### src/rtl/erw_pkg.sv
package erw_pkg;
  localparam int DESC_W = 32;
  localparam int BSZ_W  = 24;

  typedef enum logic [1:0] {
    W_IDLE  = 2'd0,
    W_ISSUE = 2'd1,
    W_WAIT  = 2'd2
  } walk_st_t;

  function automatic logic [BSZ_W-1:0] desc_bsize(input logic [DESC_W-1:0] d);
    return {d[31:16], 8'h00};
  endfunction

  function automatic logic [16:0] desc_count(input logic [DESC_W-1:0] d);
    return {1'b0, d[15:0]} + 17'd1;
  endfunction
endpackage

### src/rtl/erw_region_map.sv
module erw_region_map #(
  parameter int NR = 2,
  parameter int CS = 12,
  parameter int SW = 44
) (
  input  logic [NR*32-1:0]             raw,
  input  logic                         flip,
  output logic [NR-1:0][23:0]          bsz,
  output logic [NR-1:0][SW-1:0]        off,
  output logic [NR-1:0][CS-1:0]        rend,
  output logic                         whole
);
  import erw_pkg::*;
  localparam logic [SW-1:0] CHIP_BYTES = SW'(1) << CS;

  logic [NR-1:0][SW-1:0] rsize;

  for (genvar i = 0; i < NR; i++) begin : g_reg
    logic [DESC_W-1:0] d;
    assign d        = flip ? raw[(NR-1-i)*DESC_W +: DESC_W] : raw[i*DESC_W +: DESC_W];
    assign bsz[i]   = desc_bsize(d);
    assign rsize[i] = SW'(desc_bsize(d)) * SW'(desc_count(d));
  end

  always_comb begin
    logic [SW-1:0] acc;
    acc = '0;
    for (int i = 0; i < NR; i++) begin
      off[i]  = acc;
      acc     = acc + rsize[i];
      rend[i] = acc[CS-1:0];
    end
  end

  assign whole = (rsize[0] == CHIP_BYTES) && (SW'(bsz[0]) == CHIP_BYTES);
endmodule

### src/rtl/erw_locate.sv
module erw_locate #(
  parameter int NR = 2,
  parameter int CS = 12,
  parameter int SW = 44,
  parameter int IW = 1
) (
  input  logic [CS-1:0]         x,
  input  logic                  last_sel,
  input  logic [NR-1:0][SW-1:0] off,
  output logic [IW-1:0]         idx
);
  always_comb begin
    idx = '0;
    for (int i = 1; i < NR; i++)
      if (off[i] <= SW'(x)) idx = IW'(i);
    if (last_sel) idx = IW'(NR-1);
  end
endmodule

### src/rtl/erw_walker.sv
module erw_walker #(
  parameter int AW    = 16,
  parameter int NR    = 2,
  parameter int NCHIP = 2,
  parameter int CS    = 12,
  localparam int CW   = (NCHIP > 1) ? $clog2(NCHIP) : 1
) (
  input  logic             clk,
  input  logic             rst_n,
  input  logic [NR*32-1:0] cfg_desc,
  input  logic             cfg_flip,
  input  logic             req_valid,
  output logic             req_ready,
  input  logic [AW-1:0]    req_start,
  input  logic [AW-1:0]    req_len,
  output logic             blk_valid,
  input  logic             blk_ready,
  output logic [CW-1:0]    blk_chip,
  output logic [CS-1:0]    blk_addr,
  output logic             blk_whole,
  input  logic             eng_done,
  input  logic             eng_fail,
  output logic             walk_done,
  output logic             walk_reject,
  output logic             walk_error
);
  import erw_pkg::*;
  localparam int IW = (NR > 1) ? $clog2(NR) : 1;
  localparam int SW = 42 + $clog2(NR + 1);
  localparam logic [AW:0] TOTAL = (AW+1)'(NCHIP) << CS;

  logic [NR-1:0][23:0]   bsz;
  logic [NR-1:0][SW-1:0] off;
  logic [NR-1:0][CS-1:0] rend;
  logic                  whole;

  erw_region_map #(.NR(NR), .CS(CS), .SW(SW)) u_map (
    .raw(cfg_desc), .flip(cfg_flip), .bsz(bsz), .off(off), .rend(rend), .whole(whole)
  );

  logic [AW:0]   endv;
  logic          e_last;
  logic [IW-1:0] s_idx, e_idx;

  assign endv   = {1'b0, req_start} + {1'b0, req_len};
  assign e_last = (endv == TOTAL);

  erw_locate #(.NR(NR), .CS(CS), .SW(SW), .IW(IW)) u_loc_s (
    .x(req_start[CS-1:0]), .last_sel(1'b0), .off(off), .idx(s_idx)
  );
  erw_locate #(.NR(NR), .CS(CS), .SW(SW), .IW(IW)) u_loc_e (
    .x(endv[CS-1:0]), .last_sel(e_last), .off(off), .idx(e_idx)
  );

  // request screening
  logic [AW:0] m_s, m_e;
  logic        mis_s, mis_e, bad;
  always_comb begin
    m_s   = (AW+1)'(bsz[s_idx] - 24'd1);
    m_e   = (AW+1)'(bsz[e_idx] - 24'd1);
    mis_s = (({1'b0, req_start}) & m_s) != '0;
    mis_e = (endv & m_e) != '0;
    bad   = (req_len == '0) || ({1'b0, req_start} > TOTAL) || (endv > TOTAL);
    if (whole) bad = bad || (req_start != '0) || !e_last;
    else       bad = bad || mis_s || mis_e;
  end

  // walk state
  walk_st_t      st;
  logic [AW-1:0] cur;
  logic [AW:0]   rem, step, nxt;
  logic [IW-1:0] ridx;
  logic          w_q;

  assign step = (AW+1)'(bsz[ridx]);
  assign nxt  = {1'b0, cur} + step;

  always_ff @(posedge clk or negedge rst_n) begin
    if (!rst_n) begin
      st          <= W_IDLE;
      cur         <= '0;
      rem         <= '0;
      ridx        <= '0;
      w_q         <= 1'b0;
      walk_done   <= 1'b0;
      walk_reject <= 1'b0;
      walk_error  <= 1'b0;
    end else begin
      walk_done   <= 1'b0;
      walk_reject <= 1'b0;
      walk_error  <= 1'b0;
      case (st)
        W_IDLE: if (req_valid) begin
          if (bad) walk_reject <= 1'b1;
          else begin
            st   <= W_ISSUE;
            cur  <= req_start;
            rem  <= {1'b0, req_len};
            ridx <= whole ? '0 : s_idx;
            w_q  <= whole;
          end
        end
        W_ISSUE: if (blk_ready) st <= W_WAIT;
        W_WAIT: begin
          if (eng_fail) begin
            walk_error <= 1'b1;
            st         <= W_IDLE;
          end else if (eng_done) begin
            if (rem <= step || nxt >= TOTAL) begin
              walk_done <= 1'b1;
              st        <= W_IDLE;
            end else begin
              cur <= nxt[AW-1:0];
              rem <= rem - step;
              if (!w_q && nxt[CS-1:0] == rend[ridx])
                ridx <= (ridx == IW'(NR-1)) ? '0 : ridx + 1'b1;
              st <= W_ISSUE;
            end
          end
        end
        default: st <= W_IDLE;
      endcase
    end
  end

  assign req_ready = (st == W_IDLE);
  assign blk_valid = (st == W_ISSUE);
  assign blk_chip  = CW'(cur >> CS);
  assign blk_addr  = cur[CS-1:0];
  assign blk_whole = w_q;

  AST_HOLD_BLK: assert property (@(posedge clk) disable iff (!rst_n)
    blk_valid && !blk_ready |=> blk_valid && $stable(blk_addr) && $stable(blk_chip));
  AST_WAIT_ENGINE: assert property (@(posedge clk) disable iff (!rst_n)
    blk_valid && blk_ready |=> !blk_valid);
  AST_REJ_TIMING: assert property (@(posedge clk) disable iff (!rst_n)
    walk_reject |-> $past(req_valid && req_ready));
  AST_CHIP_LIMIT: assert property (@(posedge clk) disable iff (!rst_n)
    blk_valid |-> {1'b0, blk_chip} < (CW+1)'(NCHIP));
  AST_WHOLE_BASE: assert property (@(posedge clk) disable iff (!rst_n)
    blk_valid && blk_whole |-> blk_addr == '0);
  AST_NO_BLK_AFTER_ERR: assert property (@(posedge clk) disable iff (!rst_n)
    walk_error |-> !blk_valid && !walk_done);
  AST_DONE_PULSE: assert property (@(posedge clk) disable iff (!rst_n)
    walk_done |=> !walk_done);
  AST_ONE_FLAG: assert property (@(posedge clk) disable iff (!rst_n)
    $onehot0({walk_done, walk_reject, walk_error}));
endmodule

### config.mk
export PLATFORM = sky130hd
export DESIGN_NAME = erw_walker
export DESIGN_NICKNAME = d
export VERILOG_FILES = /design/src/rtl/erw_pkg.sv /design/src/rtl/erw_region_map.sv /design/src/rtl/erw_locate.sv /design/src/rtl/erw_walker.sv
export SDC_FILE = /design/constraint.sdc
export NUM_CORES = 1
export LEC_CHECK = 0
export BUFFER_PORTS_ARGS = -buffer_cell sky130_fd_sc_hd__buf_2
export CAP_MARGIN = 40
export CORE_ASPECT_RATIO = 1.2
export CORE_MARGIN = 4
export CORE_UTILIZATION = 50
export CTS_CLUSTER_SIZE = 8
export DETAILED_ROUTE_END_ITERATION = 8
export GPL_TIMING_DRIVEN = 0
export HOLD_SLACK_MARGIN = 0.1
export PLACE_DENSITY = 0.75
export SLEW_MARGIN = 20
export SYNTH_ARGS = -nofsm -noshare
export SYNTH_HDL_FRONTEND = slang
export SYNTH_SLANG_ARGS = --single-unit
### constraint.sdc
create_clock -name clk -period 6.5 [get_ports clk]
set_input_delay 0.325 -clock clk [delete_from_list [all_inputs] [get_ports clk]]
set_output_delay 0.325 -clock clk [all_outputs]
set_load 0.1 [all_outputs]
# After elaboration in Yosys (flattened, before gate mapping)
# Index checks and enable logic that the tools add are counted.
dict set report totals {
  wordCells 117
  latch_bits 0
  mem_bits_rw 0
  romBits 0
  inputBits 103
  register_bits 40
  mem_count 0
  output_inout_bits 19
}
dict set report classes {
  n_reduce_logical 21
  bitwise_logic 3
  mul 2
  n_div 0
  n_mux 51
  n_addsub 9
  eq_ne 14
  n_shift 0
  n_lt_le_gt_ge 9
}
# op n
set op_table {}
lappend op_table {{17-bit two-way mux} 11}
lappend op_table {{41-bit by 12-bit less-or-equal comparator with 1-bit output} 2}
lappend op_table {{16-bit two-way mux} 5}
lappend op_table {{32-bit two-way mux} 2}
lappend op_table {{16-bit by 1-bit adder with 17-bit output, second input constant} 2}
lappend op_table {{17-bit one-hot mux with 2 select lines} 1}
lappend op_table {{17-bit nonzero test} 2}
lappend op_table {{17-bit by 1-bit subtractor with 17-bit output, second input constant} 2}
lappend op_table {{33-bit by 5-bit equality test with 1-bit output, second input constant} 1}
lappend op_table {{16-bit by 17-bit multiplier with 33-bit output} 1}
lappend op_table {{16-bit one-hot mux with 2 select lines} 1}
lappend op_table {{12-bit two-way mux} 2}
lappend op_table {{1-bit two-way mux} 22}
lappend op_table {{16-bit by 16-bit adder with 17-bit output} 1}
lappend op_table {{16-bit by 17-bit adder with 17-bit output} 1}
lappend op_table {{16-bit by 17-bit AND with 17-bit output} 1}
lappend op_table {{17-bit AND} 1}
lappend op_table {{17-bit by 14-bit equality test with 1-bit output, second input constant} 1}
lappend op_table {{17-bit by 14-bit >= comparator with 1-bit output, second input constant} 1}
lappend op_table {{17-bit by 14-bit > comparator with 1-bit output, second input constant} 1}
lappend op_table {{17-bit less-or-equal comparator} 1}
lappend op_table {{16-bit by 17-bit multiplier with 4-bit output} 1}
lappend op_table {{17-bit subtractor} 1}
lappend op_table {{16-bit by 5-bit equality test with 1-bit output, second input constant} 1}
lappend op_table {{25 further kinds} 44}

# Longest topological paths before layout
# Gate-level depths: netlist of the first run.
dict set report logic_depth {
  ltp_word 16
  mapped_depth 55
  depth_no_buf 46
}

# Modules after synthesis
# A second synthesis of the first run with hierarchy kept.
dict set report hier_totals {
  hier_cells 2281
  hier_area_um2 18605.3
}
# mod n_inst cells_per_inst area_per_inst_um2
set modules_own_cells {}
lappend modules_own_cells {erw_region_map 1 1381 11240.8}
lappend modules_own_cells {erw_walker 1 794 6583.8}
lappend modules_own_cells {erw_locate 2 53 390.4}

# Least setup slack after synthesis of the first run
# Ideal clock, no wire load.
dict set report synth_timing {
  path_type {input-to-reg}
  start {in cfg_flip}
  end {reg cur[12]}
  arrival_time_ps 11925
  required_ps 6374
  cell_stages 52
  path_slack_ps -5551
  cell_sequence {buf_2 buf_2 buf_2 buf_4 buf_4 mux2i_1 inv_1 clkbuf_1 ha_1 nand2_1 nor2_1 nand2_1 or3_1 nor2_1 nand2_1 xor2_1 o21ai_1 clkbuf_1 [16 not listed] o311a_1 a21o_1 nor4_2 nand2_1 o32a_1 xor2_1 mux2i_1 ha_1 nand2_1 xnor2_1 a221oi_1 nand3_1 mux2i_1 nand4_1 o31ai_4 a21oi_4 buf_6 mux2_4}
}
dict set report synth_between {
  elab_chain_cells 15
}
# item line_no
set synth_rtl {}
lappend synth_rtl {{from (decl)} erw_walker.sv:11} ;# input logic cfg_flip,
lappend synth_rtl {{32-bit two-way mux} erw_region_map.sv:20} ;# assign d = flip ? raw[(NR-1-i)*DESC_W +: DESC_W] : raw[i*DESC_W +: DESC_W];
lappend synth_rtl {{16-bit by 1-bit adder with 17-bit output} erw_pkg.sv:16} ;# return {1'b0, d[15:0]} + 17'd1;
lappend synth_rtl {{16-bit by 17-bit multiplier with 33-bit output} erw_region_map.sv:22} ;# assign rsize[i] = SW'(desc_bsize(d)) * SW'(desc_count(d));
lappend synth_rtl {{41-bit by 12-bit less-or-equal comparator with 1-bit output} erw_locate.sv:15} ;# if (off[i] <= SW'(x)) idx = IW'(i);
lappend synth_rtl {{1-bit two-way mux} erw_locate.sv:15}
lappend synth_rtl {{1-bit two-way mux or 17-bit two-way mux (tied branches)} {erw_locate.sv:16, erw_walker.sv:59}}
lappend synth_rtl {{17-bit two-way mux (on tied branches)} {erw_walker.sv:60, erw_walker.sv:59}}
lappend synth_rtl {{17-bit two-way mux (not written as such) or 17-bit by 1-bit subtractor with 17-bit output (tied branches)} {erw_walker.sv:60, erw_walker.sv:59}}
lappend synth_rtl {{17-bit by 1-bit subtractor with 17-bit output or 16-bit by 17-bit AND with 17-bit output (tied branches)} {erw_walker.sv:60, erw_walker.sv:61}}
lappend synth_rtl {{17-bit AND or 17-bit nonzero test (tied branches)} {erw_walker.sv:62, erw_walker.sv:61}}
lappend synth_rtl {{17-bit nonzero test or 1-bit logical OR (tied branches)} {erw_walker.sv:62, erw_walker.sv:65}}
lappend synth_rtl {{1-bit logical OR} erw_walker.sv:65} ;# else bad = bad || mis_s || mis_e;
lappend synth_rtl {{1-bit two-way mux} erw_walker.sv:64} ;# if (whole) bad = bad || (req_start != '0) || !e_last;
lappend synth_rtl {{2-bit inequality test (no line)} -}
lappend synth_rtl {{6-bit AND reduction (no line)} -}
lappend synth_rtl {{to (signal assigned)} erw_walker.sv:97} ;# cur <= req_start;
lappend synth_rtl {{to (signal assigned)} erw_walker.sv:113} ;# cur <= nxt[AW-1:0];
lappend synth_rtl {{to (decl)} erw_walker.sv:70} ;# logic [AW-1:0] cur;
# Several ways; a longest one is shown, not always the timed one. The select of a mux whose other input is x is not followed.
# A chain may end at the register's enable or synchronous reset.

# Worst setup path in the final report of the first run
dict set report layout_timing {
  start {in cfg_flip}
  end {reg rem[16]}
}
dict set report layout_between {
  elab_chain_cells 15
}
# item line_no
set layout_rtl {}
lappend layout_rtl {{32-bit two-way mux} erw_region_map.sv:20}
lappend layout_rtl {{16-bit by 1-bit adder with 17-bit output} erw_pkg.sv:16}
lappend layout_rtl {{16-bit by 17-bit multiplier with 33-bit output} erw_region_map.sv:22}
lappend layout_rtl {{41-bit by 12-bit less-or-equal comparator with 1-bit output} erw_locate.sv:15}
lappend layout_rtl {{1-bit two-way mux} erw_locate.sv:15}
lappend layout_rtl {{1-bit two-way mux or 17-bit two-way mux (tied branches)} {erw_locate.sv:16, erw_walker.sv:59}}
lappend layout_rtl {{17-bit two-way mux (on tied branches)} {erw_walker.sv:60, erw_walker.sv:59}}
lappend layout_rtl {{17-bit two-way mux (not written as such) or 17-bit by 1-bit subtractor with 17-bit output (tied branches)} {erw_walker.sv:60, erw_walker.sv:59}}
lappend layout_rtl {{17-bit by 1-bit subtractor with 17-bit output or 16-bit by 17-bit AND with 17-bit output (tied branches)} {erw_walker.sv:60, erw_walker.sv:61}}
lappend layout_rtl {{17-bit AND or 17-bit nonzero test (tied branches)} {erw_walker.sv:62, erw_walker.sv:61}}
lappend layout_rtl {{17-bit nonzero test or 1-bit logical OR (tied branches)} {erw_walker.sv:62, erw_walker.sv:65}}
lappend layout_rtl {{1-bit logical OR} erw_walker.sv:65}
lappend layout_rtl {{1-bit two-way mux} erw_walker.sv:64}
lappend layout_rtl {{2-bit inequality test (no line)} -}
lappend layout_rtl {{6-bit AND reduction (no line)} -}
lappend layout_rtl {{to (signal assigned)} erw_walker.sv:98} ;# rem <= {1'b0, req_len};
lappend layout_rtl {{to (signal assigned)} erw_walker.sv:114} ;# rem <= rem - step;
lappend layout_rtl {{to (decl)} erw_walker.sv:71} ;# logic [AW:0] rem, step, nxt;
# Several ways; a longest one is shown, not always the timed one. The select of a mux whose other input is x is not followed.

==> key figures, run 1 <==
STA
  – Number of hold violations in the final report: 0
  – Fin crit share: 170.9%
  – Clock skew: around 0.0046 ns
  – Worst hold margin: roughly 0.22 ns
  – Fmax: roughly 0.090 GHz
  – RSZ-0062 raised after global routing: yes
  – Final setup viols: 37
  – Fin crit period: ~11 ns
  – PnR worst setup slack: -4.610 ns
  – Max transition margin: between 40% and 50%
  – Pins Over Slew Limit: 0
  – Setup TNS: -165.99 ns
  – Least-Margin Pin Slew: about 0.86 ns

Route
  – Wire per inst: between 20 and 25 µm
  – Via Count: 14.80k
  – DRC Markers: 0
  – Vias per cell: just under 6
  – First-pass DRT Iterations: 8
  – Starting DRT DRC Count: 1040
  – Antenna-violating nets left: 0
  – WL final: around 52 mm

Min path
  – Worst Hold Class: primary input to register
  – Endpoint with the worst hold slack: st[0]
  – Cell count of the worst hold path: 2
  – Hold wc startpoint: blk_ready

Clock tree
  – H-tree depth: 2
  – Clock sinks: 40
  – Maximum root-to-sink buffer count: 2
  – Clock Pin Slew Worst Setup and Hold Paths: roughly 0.060 ns
  – CTS buffer count: 5
  – Root buffer cell: clkbuf_16
  – Latest clock arrival within the worst-skew pair: around 0.30 ns
  – CTS tree: built

Final layout
  – Commonest non-fill, non-tap cells in the layout: inv_1, nand2_1, fa_1
  – Antenna diodes: 0
  – Filler instances: ~2.5k
  – Commonest non-fill, non-tap cell in the layout: inv_1
  – P&R area growth vs syn: 21.97%
  – Final instance area: 18700 µm²
  – Final net count: roughly 2.6k
  – Layout cells sized above 1: 23.98%

Synthesis
  – Synth Warn #: 0
  – Multiplexer share of the synthesized area: between 6 and 7%
  – Area share of xor/xnor cells in the synthesized design: 5.713%
  – Post-synthesis sequential area ratio: under 10%
  – Synth Instances: between 1.5k and 2k
  – Synth async-reset ratio: 100.0%
  – Post-synth EDFFs: 0
  – Yosys cell types: 87
  – Syn_nets: 2328
  – Synth Cell Area: between 15000 and 20000 µm²
  – Main synth FF type: dfrtp_1
  – Synth Area in Compound Gates: 12.04%
  – Post-Synth Simple-Gate Area: 19.00%
  – #FFs+latches synth: 40
  – Syn_area_per_cell: slightly above 8 µm²
  – Largest family of logic cells by synthesized area: adder cells
  – Adder-cell share of the synthesized area: approximately 40%

Placed design
  – Buffers on Ports: 116
  – Final Wtd Congestion: 0.9689
  – Final HPWL DP: approximately 42 mm
  – DP Area: about 17000 µm²
  – Pre-CTS WS: -6.713 ns

Critical path
  – Critical path data required time: about 6.7 ns
  – Worst-case reg-to-reg path depth: 19
  – Critical path's largest stage delay: roughly 0.55 ns
  – R2r startpoint: ridx
  – Slowest cell on crit path: fa_2
  – CP Buf/Inv Count: 43
  – Delay-heaviest family, CP: buffers and inverters
  – FF-to-FF End: cur[12]
  – Most common cell on crit path: buf_4
  – Crit. End Element: register
  – Crit path max fanout: 6
  – R2R setup slack: ~1.4 ns
  – CP Class: primary input to register
  – Critical Path AT: 11.30 ns
  – Critical Path Source Type: primary input

Floorplanning
  – FP Rows: 69
  – Core area: 29960 µm²
  – DIE HEIGHT: 199.8 µm
  – DIE AREA: between 30000 and 40000 µm²
  – Initial Utilization: about half
  – DIE WIDTH: roughly 170 µm
  – # IOs: between 100 and 150

Global route
  – GRT Residual Overflow: 0
  – Number of global-route vias before repair: 15.52k
  – Largest net degree at the start of global routing: 22
  – Global-route wire length before repair: 81.74 mm
  – All-layer global routing usage: between 30% and 40%
  – Initial antenna violation count: 0

Outcome
  – Failing checks: negative setup slack
  – Status: finished with violations

Run
  – Max cap viols: 0
## area by class of cell
cell class	instances	area, µm²	area share, %
Multi-Input combinational cell	1442	13700	73.26
Timing Repair Buffer	246	1625	8.692
Inverter	296	1111	5.942
Sequential cell	40	1001	5.353
Buffer	74	604.3	3.232
Tap cell	390	488.0	2.610
Clock buffer	5	125.1	0.6691
Clock inverter	3	46.29	0.2476
## repair_timing
item	in CTS	in global routing
buffers inserted	91	19
endpoints found under the setup margin	37	37
hold buffers	1	0
pin swaps	63	60
cloned	1	1
resized for setup	133	77
endpoints found under the hold margin	19	0
## worst max path at each step
stage,startpoint,to,depth (start not counted)
2_1_floorplan,cfg_flip,cur[12],52
3_3_place_gp,cfg_flip,cur[12],45
3_5_place_dp,cfg_flip,cur[13],48
4_1_cts,cfg_flip,cur[12],53
5_1_grt,cfg_flip,cur[11],49
6_report,cfg_flip,rem[16],66
## worst register-to-register path, stage by stage, from the launching register on
cell and delay, ns:
dfrtp_1 0.41, xnor2_1 0.43, buf_2 0.30, mux2i_1 0.44, inv_1 0.23, fa_1 0.49, a21oi_1 0.16, o21bai_1 0.12
a21oi_1 0.17, nor2_1 0.05, nor2_1 0.15, o21bai_1 0.08, a21oi_1 0.18, xor2_1 0.08, or4_1 0.43, nor3_1 0.35
and4b_1 0.36, a21oi_4 0.09, buf_8 0.18, mux2_4 0.30
## kinds of logic (layout without fill, tap and decap cells)
logic type | after synthesis | after routing
DFF | 40 | 40
adders and majority gates | 369 | 369
xor gates and xnor gates | 100 | 100
AOI/OAI and AO/OA | 266 | 266
buffers and inverters | 374 | 624
muxes | 89 | 89
and+or+nand+nor | 618 | 618
## per-layer routing
metal / GRT usage, % / wire [µm] / vias up
met4: 21.83 / 4584 / 0
met3: 4.156 / 3690 / 244
met5: 0 / 0 / -
met2: 54.33 / 25810 / 784
li1: - / - / 6602
met1: 33.95 / 17710 / 7172
## synth_stat cells, drive strengths merged (6+ instances only)
cell type | instances | area, µm²
and3 | 6 | 38.79
nor4 | 23 | 150.1
clkbuf | 39 | 147.6
and2 | 33 | 206.5
nand2b | 17 | 106.4
a21oi | 71 | 370.4
mux2 | 47 | 548.0
o21ai | 46 | 234.0
a211oi | 6 | 45.04
a31oi | 11 | 83.83
fa | 212 | 4244
nor2 | 163 | 611.8
o22ai | 8 | 50.05
a21o | 26 | 195.2
o211ai | 8 | 60.06
nand2 | 235 | 889.6
nor3 | 24 | 125.1
o21a | 13 | 97.59
nor3b | 8 | 60.06
or3 | 7 | 43.79
dfrtp | 40 | 1001
or2 | 8 | 50.05
o21bai | 8 | 60.06
nand3 | 16 | 80.08
ha | 157 | 1964
o2111ai | 6 | 52.55
a32oi | 8 | 70.07
nor2b | 29 | 181.4
mux2i | 42 | 420.4
buf | 39 | 260.2
nand4 | 26 | 162.7
xor2 | 43 | 376.6
inv | 296 | 1111
xnor2 | 57 | 499.2
## sequential cells by signal, summed over array words and instances, names as in the netlist
name and count:
rem 17, walk_reject 1, blk_whole 1, cur 16, ridx 1, st 2
walk_error 1, walk_done 1
## through the flow
step / util, % / instances
2_1_floorplan: - / 1856
3_3_place_gp: 55.45 / 2362
3_5_place_dp: 55.98 / 2380
4_1_cts: 60.81 / 2478
5_1_grt: 62.42 / 2496
6_report: 62.42 / 2496
Power of run 1 is not shown: default switching activity piles up to over one toggle a cycle in this logic, so the estimate is an artifact.
==> run 2: changes to the inputs <==
- ABC_AREA: not set -> 1
- BUFFER_PORTS_ARGS: -buffer_cell sky130_fd_sc_hd__buf_2 -> -buffer_cell sky130_fd_sc_hd__buf_4
==> run 2 against run 1 <==
Compared with the run above:
- the run still ends with negative setup slack left
- first-iteration DRC count is 2.6% higher
- hold slack got worse by 0.026 ns
- cell area up 4.3%
- highest routed layer unchanged
- final cell count up 22%
- sequential share of layout area decreased by 0.22 points
==> key figures, run 2 <==
Outcome
  – Status: finished with violations
  – Failing checks: negative setup slack

Floorplanning
  – Core area: 31540 µm² (+5.3%)
  – FP Rows: 71 (+2.9%)
  – DIE HEIGHT: 204.5 µm (+2.3%)
  – # IOs: 122 (unchanged)
  – DIE AREA: 35110 µm² (+4.7%)
  – Initial Utilization: 51.00% (-0.18 points)
  – DIE WIDTH: 171.7 µm (+2.3%)

Synthesis
  – Area contributors post-synth: fa_1, nand2_1, inv_1
  – Synth Cell Area: 16080 µm² (+4.9%)
  – Area leader, netlist: fa_1
  – Post-synthesis sequential area ratio: 6.224% (-0.31 points)
  – Top cell type's share of synthesized area: 26.39% (-1.3 points)
  – Synth Warn #: 0 (unchanged)
  – Synth async-reset ratio: 100.0% (unchanged)
  – Post-synth EDFFs: 0 (unchanged)
  – Synth Instances: 2431 (+31%)
  – Syn_area_per_cell: 6.616 µm² (-20%)
  – #FFs+latches synth: 40 (unchanged)
  – Synth cell count leaders: nand2_1, inv_1, nor2_1
  – Main synth FF type: dfrtp_1
  – Syn_nets: 2903 (+25%)
  – Count leader, synth: nand2_1
  – Yosys cell types: 51 (-41%)

Clock tree
  – H-tree depth: 2 (unchanged)
  – Clock Pin Slew Worst Setup and Hold Paths: 0.06 ns (about the same)
  – CTS buffer count: 5 (unchanged)
  – Latest clock arrival within the worst-skew pair: 0.30 ns (about the same)
  – CTS tree: built
  – Root buffer cell: clkbuf_16
  – Clock sinks: 40 (unchanged)
  – Maximum root-to-sink buffer count: 2 (unchanged)

STA
  – Clock skew: 0.01212 ns (+0.007501 ns)
  – Least-Margin Pin Slew: 0.8493 ns (-0.01281 ns)
  – Final setup viols: 38 (+2.7%)
  – Pins Over Slew Limit: 0 (unchanged)
  – Fin crit period: 10.02 ns (-1.094 ns)
  – RSZ-0062 raised after global routing: yes
  – Number of hold violations in the final report: 0 (unchanged)
  – PnR worst setup slack: -3.516 ns (+1.094 ns)
  – Fin crit share: 154.1% (-17 points)
  – Fmax: 0.09984 GHz (+11%)
  – Max transition margin: 43.00% (+2.1 points)

Final layout
  – Top reg by flops: rem
  – Commonest non-fill, non-tap cells in the layout: nand2_1, inv_1, nor2_1
  – Largest register FFs: 17 (unchanged)
  – P&R area growth vs syn: 21.29%
  – Final Util: 61.86% (-0.56 points)
  – Antenna diodes: 0 (unchanged)
  – Commonest non-fill, non-tap cell in the layout: nand2_1
  – Final instance area: 19510 µm² (+4.3%)
  – Layout cells sized above 1: 20.48% (-3.5 points)
  – Final net count: 3108 (+21%)
  – Largest regs: rem (17), cur (16), st (2)

Critical path
  – Crit. End Element: register
  – Worst-case reg-to-reg path depth: 22 (+3)
  – Crit path max fanout: 8 (+2)
  – Critical Path AT: 10.20 ns (-1.10 ns)
  – Most common cell on crit path: nand2_2
  – CP Class: primary input to register
  – Critical path data required time: 6.68 ns (about the same)
  – R2r startpoint: ridx
  – Slowest cell on crit path: fa_1
  – Setup crit start: cfg_flip
  – Critical path's largest stage delay: 0.55 ns (about the same)
  – Critical Path Source Type: primary input

Run
  – Max cap viols: 0 (unchanged)

Route
  – Vias per cell: 5.391 (-9.1%)
  – First-pass DRT Iterations: 6 (-2)
  – Starting DRT DRC Count: 1067 (+2.6%)
  – Antenna-violating nets left: 0 (unchanged)
  – Via Count: 16.38k (+11%)
  – DRC Markers: 0 (unchanged)
  – WL final: 51.74 mm (about the same)
  – Wire per inst: 17.03 µm (-18%)

Placed design
  – Buffers on Ports: 121 (+4.3%)
  – DP Area: 17730 µm² (+5.8%)
  – Pre-CTS WS: -4.966 ns (+1.747 ns)
  – Final HPWL DP: 42.95 mm (+3.1%)
  – Final Wtd Congestion: 1.002 (+3.5%)

Min path
  – Hold wc startpoint: eng_fail
  – Worst Hold Class: primary input to register
  – Cell count of the worst hold path: 2 (unchanged)

Global route
  – Global-route wire length before repair: 81.78 mm (about the same)
  – GRT Residual Overflow: 0 (unchanged)
  – Number of global-route vias before repair: 16.47k (+6.1%)
  – All-layer global routing usage: 29.10% (-1.5 points)
  – Largest net degree at the start of global routing: 41 (+86%)
  – Initial antenna violation count: 0 (unchanged)
[run 2: changes by cell type after synthesis, moves of 29 or more]
cell and change:
mux2i_1 -32, mux2_2 -41, nor2_1 +86, nand3_1 +78, o21ai_0 +38, nor2b_1 -29, inv_1 +242, xnor2_1 -44
nand2_1 +447
[run 2: what timing repair did]
item / in CTS / in global routing
pin swaps: 83 / 75
resized for setup: 122 / 169
hold endpoints to repair: 40 / 0
setup buffers: 45 / 20
setup endpoints to repair: 38 / 38
cloned: 4 / 2
hold buffers: 1 / 0
[run 2: routing by layer]
metal / vias to the layer above / part of all wire [%] / wire length, µm / GRT usage [%]
met4: 0 / 6.9 / 3567 / 16.36
met1: 7753 / 36 / 18710 / 33.03
met5: - / 0 / 0 / 0
li1: 7723 / - / - / -
met2: 707 / 50 / 26080 / 52.38
met3: 195 / 6.5 / 3376 / 3.366
[run 2: critical path, delay by kind of cell]
family,cells,cell delay [ns]
AND/OR/NAND/NOR,40,4.32
buffers and inverters,16,1.47
AO/OA/AOI/OAI,4,0.34
adder cells (fa/ha/maj),9,3.70
[run 2: area by class of cell]
class                   count  area (µm²)
multi-input cells        1773       13650
fillers                  2829       12030
inverters                 565        2153
repair buffers            198        1600
flip-flops and latches     40        1001
well taps                 401       501.7
plain buffers              53       419.2
clock buffers               7       152.6
clock inverters             1       30.03
[run 2: worst paths after layout]
path                             end  slack (ns)
max                          cur[11]       -3.52
max in group asynchronous  walk_done        5.54
min                        walk_done        0.19
min reg2reg                   rem[2]        0.49
min in group asynchronous     rem[5]        0.57
max reg2reg                  cur[11]        1.81
[run 2: cell families after synthesis]
| group | count (synthesis) | share of synthesized area, % |
|---|---|---|
| and+or+nand+nor | 1188 | 31.79 |
| buffers and inverters | 618 | 14.91 |
| adders and majority gates | 369 | 38.60 |
| AOI/OAI and AO/OA | 173 | 6.060 |
| DFF | 40 | 6.224 |
| xor gates and xnor gates | 33 | 1.797 |
| muxes | 10 | 0.6224 |
[run 2: stage by stage]
stage | TNS, ns | std cells | hold slack, ns
floorplan | -111.10 | 2431 | 0.02941
global placement | -180.98 | 2953 | 0.3373
detailed placement | -184.40 | 2959 | 0.3410
CTS | -126.89 | 3017 | 0.1908
global route | -151.57 | 3038 | 0.1929
finish | -130.85 | 3038 | 0.1946
Power of run 2 is left out for the same reason.
